==> config.mk <==
export PLATFORM = sky130hd
export DESIGN_NAME = diff_scan_seq
export DESIGN_NICKNAME = d
export VERILOG_FILES = /design/src/rtl/dss_pkg.sv /design/src/rtl/dss_decode.sv /design/src/rtl/dss_ctrl.sv /design/src/rtl/dss_select.sv /design/src/rtl/diff_scan_seq.sv
export SDC_FILE = /design/constraint.sdc
export NUM_CORES = 1
export LEC_CHECK = 0
export ABC_AREA = 1
export CAP_MARGIN = 10
export CORE_MARGIN = 2
export CORE_UTILIZATION = 34
export CTS_CLUSTER_DIAMETER = 60
export CTS_CLUSTER_SIZE = 8
export DETAILED_ROUTE_END_ITERATION = 16
export DONT_BUFFER_PORTS = 1
export PLACE_DENSITY = 0.61
export SKIP_LAST_GASP = 1
export SYNTH_ARGS = -nofsm -noshare
export SYNTH_HDL_FRONTEND = slang
export SYNTH_SLANG_ARGS = --single-unit
==> constraint.sdc <==
create_clock -name clk -period 1.25 [get_ports clk]
set_clock_uncertainty 0.2 [all_clocks]
set_input_delay 0.25 -clock clk [delete_from_list [all_inputs] [get_ports clk]]
set_output_delay 0.25 -clock clk [all_outputs]
set_load 0.005 [all_outputs]
==> src/rtl/dss_pkg.sv <==
package dss_pkg;

    localparam int CODE_W = 4;
    localparam int IDX_W  = 4;
    localparam int PAIR_W = 3;

    typedef logic [PAIR_W-1:0] pair_t;

    typedef enum logic {
        ST_IDLE,
        ST_RUN
    } state_t;

    // Decoded request from the channel code
    typedef struct packed {
        logic  legal;
        pair_t limit;
        logic  swap;
    } req_t;

    // Selection presented to the converter
    typedef struct packed {
        logic [IDX_W-1:0] pos;
        logic [IDX_W-1:0] neg;
        logic             pos_gnd;
        logic             neg_gnd;
    } sel_t;

    function automatic sel_t pair_sel(pair_t p, logic swap, logic to_gnd);
        sel_t             s;
        logic [IDX_W-1:0] even_in;
        logic [IDX_W-1:0] odd_in;
        even_in   = {p, 1'b0};
        odd_in    = {p, 1'b1};
        s.pos_gnd = 1'b0;
        s.neg_gnd = 1'b0;
        if (to_gnd) begin
            if (swap) begin
                s.pos_gnd = 1'b1;
                s.pos     = '0;
                s.neg     = even_in;
            end else begin
                s.neg_gnd = 1'b1;
                s.pos     = even_in;
                s.neg     = '0;
            end
        end else if (swap) begin
            s.pos = odd_in;
            s.neg = even_in;
        end else begin
            s.pos = even_in;
            s.neg = odd_in;
        end
        return s;
    endfunction

endpackage

==> src/rtl/dss_decode.sv <==
module dss_decode
    import dss_pkg::*;
#(
    parameter int NUM_PAIRS = 6
) (
    input  logic [CODE_W-1:0] code,
    output req_t              req
);
    localparam int PAIR_BITS = (NUM_PAIRS <= 2) ? 1 : $clog2(NUM_PAIRS);

    pair_t raw;

    // Pair bits above the used range are tied low
    for (genvar i = 0; i < PAIR_W; i++) begin : g_bit
        if (i < PAIR_BITS) begin : g_used
            assign raw[i] = code[i+1];
        end else begin : g_tied
            assign raw[i] = 1'b0;
        end
    end

    always_comb begin
        req.limit = raw;
        req.swap  = code[0];
        req.legal = (int'(raw) < NUM_PAIRS);
    end

endmodule

==> src/rtl/dss_ctrl.sv <==
module dss_ctrl
    import dss_pkg::*;
#(
    parameter int NUM_PAIRS = 6
) (
    input  logic  clk,
    input  logic  rst,
    input  logic  start,
    input  req_t  req,
    input  logic  pseudo_en,
    input  logic  scan_en,
    input  logic  step_ack,
    output logic  busy,
    output pair_t cur_pair,
    output logic  cur_swap,
    output logic  cur_pseudo,
    output logic  done,
    output logic  bad_code
);
    state_t state_q;
    pair_t  cur_q;
    pair_t  last_q;
    logic   swap_q;
    logic   pseudo_q;
    logic   done_q;
    logic   bad_q;
    logic   at_last;

    assign at_last = (cur_q == last_q);

    always_ff @(posedge clk) begin
        if (rst) begin
            state_q  <= ST_IDLE;
            cur_q    <= '0;
            last_q   <= '0;
            swap_q   <= 1'b0;
            pseudo_q <= 1'b0;
            done_q   <= 1'b0;
            bad_q    <= 1'b0;
        end else begin
            done_q <= 1'b0;
            bad_q  <= 1'b0;
            case (state_q)
                ST_IDLE: begin
                    if (start) begin
                        if (!req.legal) begin
                            bad_q <= 1'b1;
                        end else begin
                            state_q  <= ST_RUN;
                            cur_q    <= scan_en ? pair_t'(0) : req.limit;
                            last_q   <= req.limit;
                            swap_q   <= req.swap;
                            pseudo_q <= pseudo_en;
                        end
                    end
                end
                ST_RUN: begin
                    if (step_ack) begin
                        if (at_last) begin
                            state_q <= ST_IDLE;
                            done_q  <= 1'b1;
                        end else begin
                            cur_q <= cur_q + pair_t'(1);
                        end
                    end
                end
                default: state_q <= ST_IDLE;
            endcase
        end
    end

    assign busy       = (state_q == ST_RUN);
    assign cur_pair   = cur_q;
    assign cur_swap   = swap_q;
    assign cur_pseudo = pseudo_q;
    assign done       = done_q;
    assign bad_code   = bad_q;

endmodule

==> src/rtl/dss_select.sv <==
module dss_select
    import dss_pkg::*;
#(
    parameter int NUM_PAIRS = 6
) (
    input  pair_t cur_pair,
    input  logic  cur_swap,
    input  logic  cur_pseudo,
    output sel_t  sel
);
    localparam pair_t TOP_PAIR = pair_t'(NUM_PAIRS - 1);

    logic to_gnd;

    always_comb begin
        to_gnd = cur_pseudo && (cur_pair == TOP_PAIR);
        sel    = pair_sel(cur_pair, cur_swap, to_gnd);
    end

endmodule

==> src/rtl/diff_scan_seq.sv <==
module diff_scan_seq
    import dss_pkg::*;
#(
    parameter int NUM_PAIRS = 6
) (
    input  logic              clk,
    input  logic              rst,
    input  logic              start,
    input  logic [CODE_W-1:0] code,
    input  logic              pseudo_en,
    input  logic              scan_en,
    input  logic              step_ack,
    output logic              sel_valid,
    output logic [IDX_W-1:0]  pos_idx,
    output logic [IDX_W-1:0]  neg_idx,
    output logic              pos_gnd,
    output logic              neg_gnd,
    output logic              scan_done,
    output logic              code_invalid
);
    req_t  req;
    pair_t cur_pair;
    logic  cur_swap;
    logic  cur_pseudo;
    logic  busy;
    sel_t  sel;

    dss_decode #(.NUM_PAIRS(NUM_PAIRS)) u_decode (
        .code (code),
        .req  (req)
    );

    dss_ctrl #(.NUM_PAIRS(NUM_PAIRS)) u_ctrl (
        .clk        (clk),
        .rst        (rst),
        .start      (start),
        .req        (req),
        .pseudo_en  (pseudo_en),
        .scan_en    (scan_en),
        .step_ack   (step_ack),
        .busy       (busy),
        .cur_pair   (cur_pair),
        .cur_swap   (cur_swap),
        .cur_pseudo (cur_pseudo),
        .done       (scan_done),
        .bad_code   (code_invalid)
    );

    dss_select #(.NUM_PAIRS(NUM_PAIRS)) u_select (
        .cur_pair   (cur_pair),
        .cur_swap   (cur_swap),
        .cur_pseudo (cur_pseudo),
        .sel        (sel)
    );

    assign sel_valid = busy;
    assign pos_idx   = sel.pos;
    assign neg_idx   = sel.neg;
    assign pos_gnd   = sel.pos_gnd;
    assign neg_gnd   = sel.neg_gnd;

endmodule

==> results.toml, run 1 <==
[finish]
final_cell_mix = "15 x buf_4, 13 x nand2_1, 9 x inv_1"
final_common_cell = "buf_4"
seq_area_um2 = 233
fillers = 171
final_nets = 127
multi_input_area_um2 = 440
diodes = 0
drive_above_1_share_pct = 47.4
areaGrowthSynthToFinish_pct = 63.4
finalInstanceArea_um2 = 993

[worst_setup_path]
cp.required_ns = 0.80
worstPathArrival_ns = 1.13
path_class = "flop to primary output"
cp-start-kind = "flop"
cp-end-kind = "primary output"
crit_path_max_fanout = 4

[yosys]
ys_ff_latch = 11
syn-instance-count = 86
ys_types = 19
synth_top_area_cell = "dfxtp_1"
synth.avg_cell_area_um2 = 7.07
ys_seq_area_share_pct = 36.2
syn-num-nets = 98
synth_top_area_share_pct = 36.2
synthesis.area_um2 = 608
synthTopCellsByArea = "dfxtp_1 36%, nand2_1 9.9%, inv_1 7.4%"
yosysWarningCount = 0

[sta]
finalMaxSlewViolations = 0
finalSetupViolations = 15
whs_ns = -0.0118
fin_tns_setup_ns = -3.80
hold_viol = 1
slew_headroom_pct = 77.5
rsz0062_at_grt = "yes"
fin_crit_sh_pct = 127
fmax_mhz = 632
layout_min_cycle_time_ns = 1.58
setup_ws_ns = -0.333
worst_slew_pin_slew_ns = 0.338

[global_routing]
grt_max_degree = 8
grt.overflow.total = 0
grt_pass1_wl_mm = 2.82
grt_pass1_vias = 646
grt_use_total_pct = 18.3
antenna_found_initial = 0

[route]
vias = 654
wl_met1_um = 759
wl_met3_um = 120
ant_nets = 0
drt-pass1-iter-count = 4
via_per_inst = 4.71
drcViolationCount = 0
top_layer = "met4"
drtIter0Drc = 13
route.detailed.wl_per_inst_um = 12.4
dr_wl_met2_um = 820
drt-total-wl_mm = 1.72

[power]
power.switching_uw = 376
clkPwrFrac_pct = 23.4
vdd_drop_max_uv = 529
pwr-share-comb_pct = 38.4
p_leak_uw = 0.000442
power_uw = 1090
internal-power_uw = 710
seqPwrFrac_pct = 38.1
p_sw_share_pct = 34.6
cellPowerDensity_nw_per_um2 = 1090

[clock_network]
numCtsBuffers = 3
holdBufCountCts = 5
cts_max_level = 1
clock_latency_ns = 0.28
clk_pin_slew_ns = 0.08
cts_tree = "yes"
clockRootBuffer = "clkbuf_4"
cts_sinks = 11
clockBufferDepth = 2

[die]
rows = 15
die_area_um2 = 2140
ioPinCount = 23
die_w_um = 46.3
initial_core_util_pct = 35.6
coreArea_um2 = 1710
fp.dieH_um = 46.3

[status]
violations = "negative hold slack, negative setup slack"
status = "complete, but fails checks"

[place]
io_buffers = 0
gp_congestion = 0.813
place_area_um2 = 795
dp_hpwl_mm = 1.17

[flow_run]
max_cap_violations = 0

[min_path]
hp-class = "primary input to flop"
## path summary, 6_finish.rpt
| check | endpoint | cells after the start | startpoint | slack, ns |
|---|---|---|---|---|
| setup reg to reg | u_ctrl.cur_pair[0] | 10 | u_ctrl.cur_pair[1] | -0.23 |
| hold / removal | u_ctrl.done | 2 | step_ack | -0.01 |
| setup / recovery | pos_idx[2] | 5 | u_ctrl.cur_pair[1] | -0.33 |
| hold reg to reg | u_ctrl.last_q[0] | 2 | u_ctrl.last_q[0] | 0.31 |
## metrics by stage
step	std cells	setup slack, ns	util (%)
floorplan	86	-0.0395	-
global placement	126	-0.0671	46.5
detailed placement	126	-0.0852	46.5
CTS	137	-0.349	54.2
global route	139	-0.403	58.2
finish	139	-0.333	58.2
## cells in the mapped netlist
library cell,number
inv_1,12
nor2_4,1
nand2_4,2
nand4_2,1
a31oi_1,4
o21ai_0,4
dfxtp_1,11
ha_1,2
nand2_2,1
xnor2_1,2
nor2_2,1
a21oi_1,5
nand3_1,6
nor2_1,12
a211oi_1,1
inv_2,2
o221a_2,1
nor3_1,2
nand2_1,16
## registers in the layout (all words and copies together) (netlist names)
signal	flops
u_ctrl.cur_pair	3
u_ctrl.busy	1
u_ctrl.bad_code	1
u_ctrl.last_q	3
u_ctrl.cur_swap	1
u_ctrl.cur_pseudo	1
u_ctrl.done	1
## power groups by stage
stage               combinational (uW)  clock, uW  sequential (uW)
floorplan                          183          0              424
global placement                   290          0              421
detailed placement                 294          0              423
CTS                                360        255              412
global route                       462        279              419
finish                             417        255              414
## timing repair
| item | CTS | global route |
|---|---|---|
| endpoints found under the hold margin | 10 | 1 |
| pin swaps | 7 | 7 |
| setup endpoints to repair | 15 | 19 |
| resized for setup | 12 | 17 |
| buffers inserted | 3 | 2 |
## per-layer routing
metal	GRT usage [%]	vias up
li1	-	339
met1	23.4	284
met2	30.6	29
met3	4.31	2
met4	5.14	0
met5	0	-
## cell families after synthesis
logic type	after synthesis	synth area share [%]
flops	11	36.2
xor+xnor	2	2.88
compound gates	15	14.6
buf+inv	14	8.64
simple gates	42	33.5
fa+ha+maj	2	4.11
## area by class of cell
| class | count | share of cell area [%] |
|---|---|---|
| multi-input combinational | 61 | 44.3 |
| sequential | 11 | 23.4 |
| timing repair buffer | 24 | 21.2 |
| inverter | 14 | 5.29 |
| tap | 25 | 3.15 |
| clock buffer | 4 | 2.64 |
## worst max-delay path, cell delays in order, from the launching register on
cell and delay, ns:
dfxtp_2 0.33, inv_2 0.07, ha_4 0.15, nand3_4 0.11
nor2_4 0.13, nor2_1 0.07
Power figures use the tool's default switching activity.
==> run 2: changes to the inputs <==
--- a/config.mk
+++ b/config.mk
@@ -14,6 +14,7 @@
 export DETAILED_ROUTE_END_ITERATION = 16
 export DONT_BUFFER_PORTS = 1
 export PLACE_DENSITY = 0.61
+export RECOVER_POWER = 50
 export SKIP_LAST_GASP = 1
 export SYNTH_ARGS = -nofsm -noshare
 export SYNTH_HDL_FRONTEND = slang
==> results.toml, run 2 (synthesis gave the netlist of run 1 again) <==
[status]
status = "complete, but fails checks"
violations = "negative hold slack, negative setup slack"

[finish]
multi_input_area_um2 = 435
seq_area_um2 = 233
drive_above_1_share_pct = 47.4
final_nets = 127
diodes = 0
final_cell_mix = "15 x buf_4, 13 x nand2_1, 9 x inv_1"
final_common_cell = "buf_4"
finish.utilization_pct = 57.9
areaGrowthSynthToFinish_pct = 62.6
fin_cells = 139
finalInstanceArea_um2 = 988
fillers = 172

[worst_setup_path]
crit_start = "u_ctrl.cur_pair[1]"
crit_path_max_fanout = 4
cp-end-kind = "primary output"
cp-start-kind = "flop"
worst-r2r-cell-count = 10
crit-reg2reg-launch = "u_ctrl.cur_pair[1]"
worstPathCellList = "inv_2 -> ha_4 -> nand3_4 -> nor2_4 -> nor2_1"
cp.required_ns = 0.80
path_class = "flop to primary output"
cp_slowest_cell = "dfxtp_2"
r2r-end = "u_ctrl.cur_pair[2]"
cpPeakStageDelay_ns = 0.33
r2r_slack_ns = -0.23
worstPathArrival_ns = 1.13
cp-endpoint = "pos_idx[2]"

[place]
dp_cells = 126
io_buffers = 0
place_area_um2 = 795
gp_congestion = 0.813
dp_hpwl_mm = 1.17
pre_cts_slack_ns = -0.0852

[sta]
whs_ns = -0.0119
worst_slew_pin_slew_ns = 0.337
finalSetupViolations = 16
fmax_mhz = 632
layout_min_cycle_time_ns = 1.58
hold_viol = 1
finalMaxSlewViolations = 0
setup_ws_ns = -0.333
fin_crit_sh_pct = 127
slew_headroom_pct = 77.5
rsz0062_at_grt = "yes"

[route]
route.detailed.wl_per_inst_um = 12.4
drcViolationCount = 0
via_per_inst = 4.73
vias = 658
drt-pass1-iter-count = 4
drt-total-wl_mm = 1.72
drtIter0Drc = 13
ant_nets = 0

[die]
die_area_um2 = 2140
rows = 15
initial_core_util_pct = 35.6
fp.dieH_um = 46.3
die_w_um = 46.3
ioPinCount = 23
coreArea_um2 = 1710

[global_routing]
grt.overflow.total = 0
grt_pass1_wl_mm = 2.82
antenna_found_initial = 0
grt_max_degree = 8
grt_pass1_vias = 646
grt_use_total_pct = 18.3

[clock_network]
cts_tree = "yes"
clockRootBuffer = "clkbuf_4"
clockBufferDepth = 2
numCtsBuffers = 3
cts_sinks = 11
holdBufCountCts = 5
cts_max_level = 1
clock_latency_ns = 0.28
clk_pin_slew_ns = 0.08

[min_path]
hp-start = "step_ack"
hold-path-cell-count = 2
hp-class = "primary input to flop"

[power]
p_leak_uw = 0.000441
power_uw = 1080
vdd_drop_max_uv = 528
cellPowerDensity_nw_per_um2 = 1100

[flow_run]
max_cap_violations = 0
[run 2: changes by cell type in the layout (fill, tap and decap cells not counted)]
cell,before,now
nor2_2,3,4
nor2_4,3,2
[run 2: report_power, final]
group	total [uW]	internal, uW	switching (uW)
Combinational	415	201	214
Sequential	413	384	28.9
Clock	255	124	131
Total	1080	709	373
[run 2: layout make-up]
cell class | count | share of cell area (%)
Inverter | 14 | 5.32
Tap cell | 25 | 3.16
Multi-Input combinational cell | 61 | 44.1
Sequential cell | 11 | 23.5
Clock buffer | 4 | 2.66
Timing Repair Buffer | 24 | 21.3
[run 2: routing by layer]
layer	vias to the layer above	global-route usage, %	part of all wire [%]
met2	28	30.6	48
met5	-	0	0
met3	2	4.31	6.8
met1	289	23.4	44
li1	339	-	-
met4	0	5.14	1.0
[run 2: repair_timing]
item,CTS,global route
cloned,0,0
setup endpoints to repair,15,19
gates resized for setup,12,17
buffers inserted,3,2
hold endpoints to repair,10,1
pin swaps,7,7
[run 2: worst max-delay path: cells and delay by family, from the launching register on]
family	cells	cell delay [ns]
and+or+nand+nor	3	0.31
DFF	1	0.33
adders and majority gates	1	0.15
buffers and inverters	1	0.07
[run 2: worst min path at each step]
stage / to
floorplan: u_ctrl.cur_pair[0]
global placement: u_ctrl.cur_pair[0]
detailed placement: u_ctrl.cur_pair[0]
CTS: u_ctrl.done
global route: u_ctrl.done
finish: u_ctrl.done
[run 2: stage by stage]
stage                     setup TNS (ns)  hold slack, ns
final                              -3.83         -0.0119
after global routing               -5.10        -0.00248
after CTS                          -3.59         -0.0149
after detailed placement          -0.587           0.112
after global placement            -0.382           0.111
after floorplan                   -0.149           0.109
